`src/rtl/dsc_port_pkg.sv`:
```
package dsc_port_pkg;

   // Status field width at the head of every frame: flag, dummy, sign, range
   localparam int STAT_W = 4;

   typedef enum logic [1:0] {
      PH_CONVERT = 2'd0,
      PH_SLEEP   = 2'd1,
      PH_SHIFT   = 2'd2
   } phase_t;

endpackage

```
`src/rtl/dsc_level_sync.sv`:
```
module dsc_level_sync #(
   parameter int   STAGES  = 2,
   parameter logic RST_VAL = 1'b0
) (
   input  logic clk,
   input  logic rst_n,
   input  logic async_i,
   output logic lvl_o,
   output logic prev_o
);
   generate
      if (STAGES < 2) begin : g_bad_stages
         $error("dsc_level_sync: STAGES must be at least 2");
      end
   endgenerate

   logic [STAGES-1:0] chain_q;
   logic              prev_q;

   generate
      for (genvar i = 0; i < STAGES; i++) begin : g_stage
         if (i == 0) begin : g_first
            always_ff @(posedge clk or negedge rst_n) begin
               if (!rst_n) chain_q[0] <= RST_VAL;
               else        chain_q[0] <= async_i;
            end
         end else begin : g_next
            always_ff @(posedge clk or negedge rst_n) begin
               if (!rst_n) chain_q[i] <= RST_VAL;
               else        chain_q[i] <= chain_q[i-1];
            end
         end
      end
   endgenerate

   always_ff @(posedge clk or negedge rst_n) begin
      if (!rst_n) prev_q <= RST_VAL;
      else        prev_q <= chain_q[STAGES-1];
   end

   assign lvl_o  = chain_q[STAGES-1];
   assign prev_o = prev_q;
endmodule

```
`src/rtl/dsc_conv_timer.sv`:
```
module dsc_conv_timer #(
   parameter int CONV_CYCLES = 48
) (
   input  logic clk,
   input  logic rst_n,
   input  logic run_i,
   output logic done_o
);
   generate
      if (CONV_CYCLES < 2) begin : g_bad_len
         $error("dsc_conv_timer: CONV_CYCLES must be at least 2");
      end
   endgenerate

   localparam int CNT_W = $clog2(CONV_CYCLES);
   localparam logic [CNT_W-1:0] LAST = CNT_W'(CONV_CYCLES - 1);

   logic [CNT_W-1:0] cnt_q;

   assign done_o = run_i && (cnt_q == LAST);

   always_ff @(posedge clk or negedge rst_n) begin
      if (!rst_n)              cnt_q <= '0;
      else if (!run_i || done_o) cnt_q <= '0;
      else                     cnt_q <= cnt_q + 1'b1;
   end

   // the done strobe never lasts more than one cycle while running
   a_r1_done_single: assert property (@(posedge clk) disable iff (!rst_n)
      done_o |=> !done_o);
endmodule

```
`src/rtl/dsc_frame_shifter.sv`:
```
module dsc_frame_shifter #(
   parameter int FRAME_W = 32
) (
   input  logic               clk,
   input  logic               rst_n,
   input  logic               load_i,
   input  logic [FRAME_W-1:0] frame_i,
   input  logic               shift_i,
   output logic               msb_o,
   output logic               last_o
);
   generate
      if (FRAME_W < 2) begin : g_bad_frame
         $error("dsc_frame_shifter: FRAME_W must be at least 2");
      end
   endgenerate

   localparam int BC_W = $clog2(FRAME_W);
   localparam logic [BC_W-1:0] BC_LAST = BC_W'(FRAME_W - 1);

   logic [FRAME_W-1:0] sr_q;
   logic [BC_W-1:0]    bc_q;

   always_ff @(posedge clk or negedge rst_n) begin
      if (!rst_n) begin
         sr_q <= '0;
         bc_q <= '0;
      end else if (load_i) begin
         sr_q <= frame_i;
         bc_q <= '0;
      end else if (shift_i) begin
         sr_q <= {sr_q[FRAME_W-2:0], 1'b0};
         bc_q <= bc_q + 1'b1;
      end
   end

   assign msb_o  = sr_q[FRAME_W-1];
   assign last_o = (bc_q == BC_LAST);

   // the held frame moves only on a load or a qualified shift
   a_r6_hold_between_edges: assert property (@(posedge clk) disable iff (!rst_n)
      (!load_i && !shift_i) |=> $stable(sr_q));
endmodule

```
`src/rtl/dsc_serial_port.sv`:
```
module dsc_serial_port
   import dsc_port_pkg::*;
#(
   parameter int DATA_W      = 24,
   parameter int SUB_W       = 4,
   parameter int CONV_CYCLES = 48,
   parameter int SYNC_STAGES = 2
) (
   input  logic              clk,
   input  logic              rst_n,
   input  logic              sel_n,
   input  logic              sclk,
   input  logic              res_sign,
   input  logic              res_ovr,
   input  logic [DATA_W-1:0] res_code,
   input  logic [SUB_W-1:0]  res_sub,
   output logic              res_take,
   output logic              sdo,
   output logic              sdo_oe,
   output logic              st_convert,
   output logic              st_sleep,
   output logic              st_shift
);
   localparam int FRAME_W = STAT_W + DATA_W + SUB_W;

   generate
      if (DATA_W < 1 || SUB_W < 1) begin : g_bad_widths
         $error("dsc_serial_port: DATA_W and SUB_W must be at least 1");
      end
   endgenerate

   logic sel_lvl, sel_prev, sck_lvl, sck_prev;
   logic sck_fall;
   logic conv_done, shift_en, frame_last, frame_msb;
   logic [FRAME_W-1:0] frame_w;
   phase_t ph_q, ph_d;

   dsc_level_sync #(.STAGES(SYNC_STAGES), .RST_VAL(1'b1)) u_sel_sync (
      .clk(clk), .rst_n(rst_n), .async_i(sel_n), .lvl_o(sel_lvl), .prev_o(sel_prev));

   dsc_level_sync #(.STAGES(SYNC_STAGES), .RST_VAL(1'b0)) u_sck_sync (
      .clk(clk), .rst_n(rst_n), .async_i(sclk), .lvl_o(sck_lvl), .prev_o(sck_prev));

   assign sck_fall = sck_prev && !sck_lvl;

   dsc_conv_timer #(.CONV_CYCLES(CONV_CYCLES)) u_timer (
      .clk(clk), .rst_n(rst_n), .run_i(ph_q == PH_CONVERT), .done_o(conv_done));

   // Ready frame: flag low, dummy low, sign, range, code, sub-LSBs
   assign frame_w = {1'b0, 1'b0, res_sign, res_ovr, res_code, res_sub};

   assign shift_en = (ph_q == PH_SHIFT) && !sel_lvl && sck_fall;

   dsc_frame_shifter #(.FRAME_W(FRAME_W)) u_shifter (
      .clk(clk), .rst_n(rst_n), .load_i(conv_done), .frame_i(frame_w),
      .shift_i(shift_en), .msb_o(frame_msb), .last_o(frame_last));

   always_comb begin
      ph_d = ph_q;
      unique case (ph_q)
         PH_CONVERT: if (conv_done) ph_d = PH_SLEEP;
         PH_SLEEP:   if (!sel_lvl) ph_d = PH_SHIFT;
         PH_SHIFT: begin
            if (sel_lvl)                    ph_d = PH_CONVERT;
            else if (shift_en && frame_last) ph_d = PH_CONVERT;
         end
         default:    ph_d = PH_CONVERT;
      endcase
   end

   always_ff @(posedge clk or negedge rst_n) begin
      if (!rst_n) ph_q <= PH_CONVERT;
      else        ph_q <= ph_d;
   end

   assign res_take   = conv_done;
   assign sdo_oe     = !sel_lvl;
   assign sdo        = sdo_oe && ((ph_q == PH_CONVERT) ? 1'b1 : frame_msb);
   assign st_convert = (ph_q == PH_CONVERT);
   assign st_sleep   = (ph_q == PH_SLEEP);
   assign st_shift   = (ph_q == PH_SHIFT);

   // exactly one phase indicator is active
   a_r1_one_phase: assert property (@(posedge clk) disable iff (!rst_n)
      $countones({st_convert, st_sleep, st_shift}) == 1);

   // capturing a result moves the block to sleep
   a_r1_take_to_sleep: assert property (@(posedge clk) disable iff (!rst_n)
      res_take |=> st_sleep);

   // sleep persists while select stays high
   a_r2_sleep_hold: assert property (@(posedge clk) disable iff (!rst_n)
      (st_sleep && sel_lvl) |=> st_sleep);

   // the flag drops right after capture when the line is enabled
   a_r4_flag_drop: assert property (@(posedge clk) disable iff (!rst_n)
      (res_take && !sel_lvl && !sel_prev) |=> (sdo_oe -> !sdo));

   // the last falling edge restarts conversion
   a_r7_frame_end: assert property (@(posedge clk) disable iff (!rst_n)
      (shift_en && frame_last) |=> st_convert);

   // deselect during output aborts to conversion
   a_r8_abort: assert property (@(posedge clk) disable iff (!rst_n)
      (st_shift && sel_lvl) |=> st_convert);
endmodule

```
`config.mk`:
```
export PLATFORM = sky130hd
export DESIGN_NAME = dsc_serial_port
export DESIGN_NICKNAME = d
export VERILOG_FILES = /design/src/rtl/dsc_port_pkg.sv /design/src/rtl/dsc_level_sync.sv /design/src/rtl/dsc_conv_timer.sv /design/src/rtl/dsc_frame_shifter.sv /design/src/rtl/dsc_serial_port.sv
export SDC_FILE = /design/constraint.sdc
export NUM_CORES = 1
export LEC_CHECK = 0
export CAP_MARGIN = 10
export CORE_MARGIN = 1
export CORE_UTILIZATION = 58
export CTS_BUF_LIST = sky130_fd_sc_hd__clkbuf_2 sky130_fd_sc_hd__clkbuf_4 sky130_fd_sc_hd__clkbuf_8
export DETAILED_ROUTE_END_ITERATION = 8
export GPL_TIMING_DRIVEN = 0
export HOLD_SLACK_MARGIN = 0.03
export PLACE_DENSITY = 0.9
export SETUP_SLACK_MARGIN = 0.2
export SYNTH_ARGS = -nofsm -noshare
export SYNTH_HDL_FRONTEND = slang
export SYNTH_HIERARCHICAL = 1
export SYNTH_SLANG_ARGS = --single-unit
```
`constraint.sdc`:
```
create_clock -name clk -period 2.5 [get_ports clk]
set_input_delay 0.25 -clock clk [delete_from_list [all_inputs] [get_ports clk]]
set_output_delay 0.25 -clock clk [all_outputs]
set_load 0.02 [all_outputs]
```
==> results of run 1 <==
==> power by group through the flow <==
stage / clock network, uW / logic [uW] / registers [uW]
after global routing: 530 / 157 / 865
final: 474 / 143 / 862
after detailed placement: 0 / 143 / 878
after global placement: 0 / 136 / 876
after CTS: 487 / 145 / 862
after floorplan: 0 / 55.7 / 872
==> what timing repair did <==
| item | 4_1_cts | 5_1_grt |
|---|---|---|
| hold endpoints to repair | 16 | 0 |
| resized for setup | 0 | 1 |
| hold buffers | 1 | 0 |
| setup endpoints to repair | 0 | 1 |
==> cell type report <==
type                            instances  area share (%)
Buffer                                 12           2.764
Tap cell                               48           2.106
Clock buffer                            7           3.159
Timing Repair Buffer                   41           14.66
Inverter                                4          0.5265
Clock inverter                          1          0.1755
Multi-Input combinational cell        142           32.65
Sequential cell                        50           43.97
==> metal layers <==
metal,up-vias,GRT usage [%]
li1,795,-
met1,767,29.59
met2,44,35.26
met3,5,3.697
met4,0,8.333
met5,-,0
==> cells in the final DEF, fill, tap and decap left out, types with 4 or more instances in the layout <==
master            n
dfrtp_1          48
clkdlybuf4s50_1  37
mux2i_1          34
nand2_1          33
o21ai_1          31
nor2_1           11
clkbuf_8          6
inv_1             4
buf_2             4
clkbuf_1          4
==> worst min path at each step <==
stage | start | to | slack, ns
final | u_sck_sync/chain_q[0] | u_sck_sync/lvl_o | 0.35
after global placement | u_sck_sync/chain_q[0] | u_sck_sync/lvl_o | 0.33
after global routing | sel_n | u_sel_sync/chain_q[0] | 0.37
after floorplan | rst_n | ph_q[0] | -0.05
after CTS | u_sck_sync/chain_q[0] | u_sck_sync/lvl_o | 0.36
after detailed placement | rst_n | u_sck_sync/prev_o | 0.19
==> flip-flops by register name (all words and copies together), names as in the netlist <==
register and flops:
u_sck_sync/chain_q 1, u_sel_sync/lvl_o 1, u_sel_sync/chain_q 1, u_shifter/bc_q 5
ph_q 2, u_timer/cnt_q 6, u_sck_sync/prev_o 1, u_shifter/sr_q 32
u_sck_sync/lvl_o 1
==> through the flow <==
stage	instances	hold slack, ns	setup slack, ns	power, uW
5_1_grt	305	0.3677	0.3317	1552
3_3_place_gp	295	0.3325	-0.2015	1012
3_5_place_dp	296	0.1928	0.5374	1021
2_1_floorplan	208	-0.04559	0.2947	927.3
6_report	305	0.3536	0.5262	1478
4_1_cts	305	0.3554	0.2149	1494
==> worst max-delay path: cells and delay by family (launching register included) <==
kind                   cells  cell delay (ns)
buffers and inverters      1             0.59
flip-flops                 1             0.45
AND/OR/NAND/NOR            1             0.25
AO/OA/AOI/OAI              1             0.14
==> qor.csv, run 1 <==
metric;value;unit
status;finished, final reports clean;
synthesized netlist cell count;207;
first-pass GRT wire length;6851;um
fraction of layout cells with a size suffix above 1;10.12;%
WP data arrival;1.72;ns
Sw Ratio;21.49;%
Layout area overhead;25.63;%
Worst-Skew Late Latency;0.29;ns
Fmax;506.6;MHz
ANT nets after route;0;
Post-Syn Area;2270;um^2
FILL cells;250;
number of global-route vias before repair;1466;
post-route design area;2851;um^2
Final nets;293;
clock root buffer;clkbuf_8;
1st-iter DRT viols;111;
Die W;64.56;um
largest fanout on the critical path;5;
drt first pass iters;4;
largest net degree at the start of global routing;35;
footprint of the multi-input gates;930.9;um^2
Final setup viols;0;
DIE HEIGHT;64.56;um
diode count;0;
WL/cell;13.48;um
CP peak stage delay;0.59;ns
grt ovf;0;
TritonCTS Buffers;5;
worst r2r path cells;8;
fin util;76.73;%
clock share of power;32.1;%
combinational share of power;9.7;%
final hold vios;0;
I/O pins;40;
internal power;1161;uW
overall routing resource usage;21.84;%
crit path max-delay cell type;clkdlybuf4s50_1;
minimum clock period;1.974;ns
# rows;22;
I/O Buffers;39;
Hold WC Path Type;register to register;
Critical Path Start Type;register;
hold depth;0;
CTS Sinks;50;
setup bufs post-CTS;0;
routed length on met2;1985;um
Final HPWL DP;2963;um
Final Skew;0.004997;ns
max-cap violation count;0;
nature of the critical path endpoint;output port;
Reg clk slew, reported paths;0.08;ns
via count;1611;
placed cell area;2744;um^2
RSZ-0062 raised after global routing;no;
core area;3716;um^2
M1 wire length;1896;um
worst r2r src;ph_q[0];
Tcrit/Tclk final;78.95;%
Die ar.;4167;um^2
Via density;5.282;
max-slew violations;0;
maximum clock path buffer count;2;
drt total wl;4112;um
r2r setup slk;0.55;ns
DRC;0;
Syn Area/Cell;10.96;um^2
Reg power frac;58.3;%
critical path endpoint;sdo;
TritonCTS clock tree;built;
met3 wire len;178;um
global placer's final weighted congestion;0.7709;
Yosys Warn Count;6;
Worst VDD drop;367.5;uV
Top Metal Used;met4;
Register Area;1254;um^2
r2r endpoint;u_shifter/sr_q[26];
setup TNS;0;ns
crit path from;ph_q[0];
Pwr Density;518.5;nW/um^2
htree depth;2;
NetSw;317.6;uW
starting density of the core;61.08;%
WS Path Type;register to output port;
Lkg Pwr;0.001154;uW
critical-path cell list;nor2_1 -> o21a_1 -> clkdlybuf4s50_1;
Req. time, crit path;2.25;ns
initial antenna violation count;0;
(Power assumes the default switching activity.)
==> run 2: changes to the inputs <==
--- a/config.mk
+++ b/config.mk
@@ -7,12 +7,12 @@
 export LEC_CHECK = 0
 export CAP_MARGIN = 10
 export CORE_MARGIN = 1
-export CORE_UTILIZATION = 58
+export CORE_UTILIZATION = 49
 export CTS_BUF_LIST = sky130_fd_sc_hd__clkbuf_2 sky130_fd_sc_hd__clkbuf_4 sky130_fd_sc_hd__clkbuf_8
 export DETAILED_ROUTE_END_ITERATION = 8
 export GPL_TIMING_DRIVEN = 0
 export HOLD_SLACK_MARGIN = 0.03
-export PLACE_DENSITY = 0.9
+export PLACE_DENSITY = 0.81
 export SETUP_SLACK_MARGIN = 0.2
 export SYNTH_ARGS = -nofsm -noshare
 export SYNTH_HDL_FRONTEND = slang
==> constraint.sdc (replaced) <==
create_clock -name clk -period 1.8 [get_ports clk]
set_input_delay 0.18 -clock clk [delete_from_list [all_inputs] [get_ports clk]]
set_output_delay 0.18 -clock clk [all_outputs]
set_load 0.02 [all_outputs]
==> run 2 against run 1 <==
  * Cell area rose by 8.3%
  * Worst setup slack got worse by 0.31 ns
  * Combinational power rose by 48%
  * Clock skew rose by 0.0027 ns
  * Critical endpoint is now u_shifter/bc_q[3]
  * Largest power group unchanged
  * Non-clock buffer count grew 14
  * Critical path type is now register to register
  * Via count increased by 3.0%
==> qor.csv, run 2 (synthesized netlist as in run 1, its figures left out) <==
metric;value;unit;change
htree depth;2;;unchanged
Largest regs;u_shifter/sr_q: 32 flops, u_timer/cnt_q: 6 flops, u_shifter/bc_q: 5 flops;;
Lkg Pwr;0.001279;uW;+11%
most common cell after layout, fill and taps aside;dfrtp_1;;
status;finished, final reports clean;;
ANT nets after route;0;;unchanged
drt first pass iters;5;;+1
TritonCTS clock tree;built;;
I/O pins;40;;unchanged
first-pass GRT wire length;7376;um;+7.7%
critical-path cell list;nor2_4 -> inv_2 -> nor3_4 -> buf_6 -> buf_8 -> nor2_2 -> mux2_4;;
fraction of layout cells with a size suffix above 1;21.03;%;+11 points
global placer's final weighted congestion;0.7215;;-6.4%
FILL cells;324;;+30%
footprint of the multi-input gates;999.7;um^2;+7.4%
CTS Sinks;50;;unchanged
nature of the critical path endpoint;register;;
Pwr Density;674.2;nW/um^2;+30%
Req. time, crit path;1.99;ns;-0.26 ns
I/O Buffers;39;;unchanged
maximum clock path buffer count;2;;unchanged
r2r endpoint;u_shifter/bc_q[3];;
diode count;0;;unchanged
r2r setup slk;0.22;ns;-0.33 ns
Layout area overhead;36.11;%;
Worst-Skew Late Latency;0.30;ns;about the same
Tcrit/Tclk final;87.92;%;
Biggest register;u_shifter/sr_q;;
# rows;24;;+9.1%
number of global-route vias before repair;1608;;+9.7%
setup TNS;0;ns;unchanged
actual slew at the worst max-slew pin;0.5868;ns;
RSZ-0062 raised after global routing;yes;;
Relative slew margins;60.88;%;
grt ovf;0;;unchanged
1st-iter DRT viols;73;;-34%
Final nets;307;;+4.8%
hold depth;1;;+1
largest net degree at the start of global routing;27;;-23%
Fmax;631.9;MHz;
via count;1660;;+3.0%
DRC;0;;unchanged
Final setup viols;0;;unchanged
Via density;5.139;;-2.7%
WL/cell;14.13;um;+4.8%
clock root buffer;clkbuf_8;;
CP peak stage delay;0.46;ns;-0.13 ns
overall routing resource usage;19.13;%;-2.7 points
Die ar.;4908;um^2;+18%
worst hold start;sel_n;;
Final HPWL DP;2967;um;+0.12%
Critical Path Start Type;register;;
WP data arrival;1.77;ns;+0.05 ns
core area;4414;um^2;+19%
post-route design area;3089;um^2;+8.3%
Worst Hold Endpoint;u_sel_sync/chain_q[0];;
Worst VDD drop;555.6;uV;+51%
largest fanout on the critical path;8;;+3
Register Area;1256;um^2;+0.20%
max-cap violation count;0;;unchanged
minimum clock period;1.583;ns;
Final Skew;0.007697;ns;+0.002700 ns
TritonCTS Buffers;5;;unchanged
WS Path Type;register to register;;
Hold WC Path Type;input port to register;;
total power;2083;uW;+41%
initial antenna violation count;0;;unchanged
commonest non-fill, non-tap cells in the layout;dfrtp_1 (46), nand2_1 (33), mux2i_1 (32), clkdlybuf4s50_1 (32), o21ai_1 (31);;
Largest register FFs;32;;unchanged
worst r2r path cells;7;;-1
worst r2r src;ph_q[0];;
final hold vios;0;;unchanged
crit path max-delay cell type;dfrtp_2;;
starting density of the core;51.42;%;-9.7 points
DIE HEIGHT;70.06;um;+8.5%
drt total wl;4563;um;+11%
placed cell area;2795;um^2;+1.9%
Die W;70.06;um;+8.5%
Reg clk slew, reported paths;0.09;ns;about the same
max-slew violations;0;;unchanged
[run 2: repair_timing]
item                                    in CTS  in global routing
hold buffers                                 1                  0
pin swaps                                    1                  3
endpoints found under the hold margin       24                  0
buffers inserted                             6                  7
endpoints found under the setup margin      42                 35
gates resized for setup                     19                 13
gates cloned                                 0                  1
[run 2: final cells by class]
cell class,instances,share of cell area [%]
plain buffers,12,4.212
repair buffers,55,17.09
well taps,52,2.106
multi-input cells,142,32.36
clock inverters,1,0.1620
flip-flops and latches,50,40.66
inverters,4,0.4860
clock buffers,7,2.916
[run 2: critical path, delay by kind of cell (launching register included)]
kind          cells  cell delay [ns]
buf+inv           3             0.35
flops             1             0.46
mux               1             0.26
simple gates      3             0.41
[run 2: how the worst max path moves through the flow]
stage / end / startpoint / slack, ns
global placement: ph_q[1] / rst_n / -1.01
floorplan: u_shifter/bc_q[3] / ph_q[1] / 0.11
finish: u_shifter/bc_q[3] / ph_q[0] / 0.22
CTS: res_take / ph_q[1] / 0.11
global route: u_shifter/sr_q[24] / ph_q[0] / 0.15
detailed placement: res_take / u_timer/cnt_q[0] / 0.04
[run 2: power breakdown]
group / internal [uW] / leakage [uW] / switching [uW]
registers: 1170 / 0.000604 / 28.6
clock network: 325 / 0.0000517 / 346
logic: 125 / 0.000623 / 86.9
[run 2: metrics by stage]
step | hold slack, ns | setup WS [ns] | std cells | utilization (%)
finish | 0.3084 | 0.2174 | 323 | 69.98
global route | 0.3029 | 0.1466 | 323 | 69.98
CTS | 0.3056 | 0.1147 | 315 | 67.38
detailed placement | 0.2084 | 0.03661 | 300 | 63.32
global placement | 0.3336 | -1.015 | 299 | 62.98
floorplan | -0.1156 | 0.1099 | 208 | -
[run 2: per-layer routing]
layer / vias to the layer above / part of all wire, % / global-route usage, % / wire [um]
li1: 819 / - / - / -
met1: 802 / 46 / 26.54 / 2116
met3: 6 / 3.3 / 4.329 / 152
met4: 0 / 1.2 / 6.000 / 56
met2: 33 / 49 / 30.02 / 2237
met5: - / 0 / 0 / 0
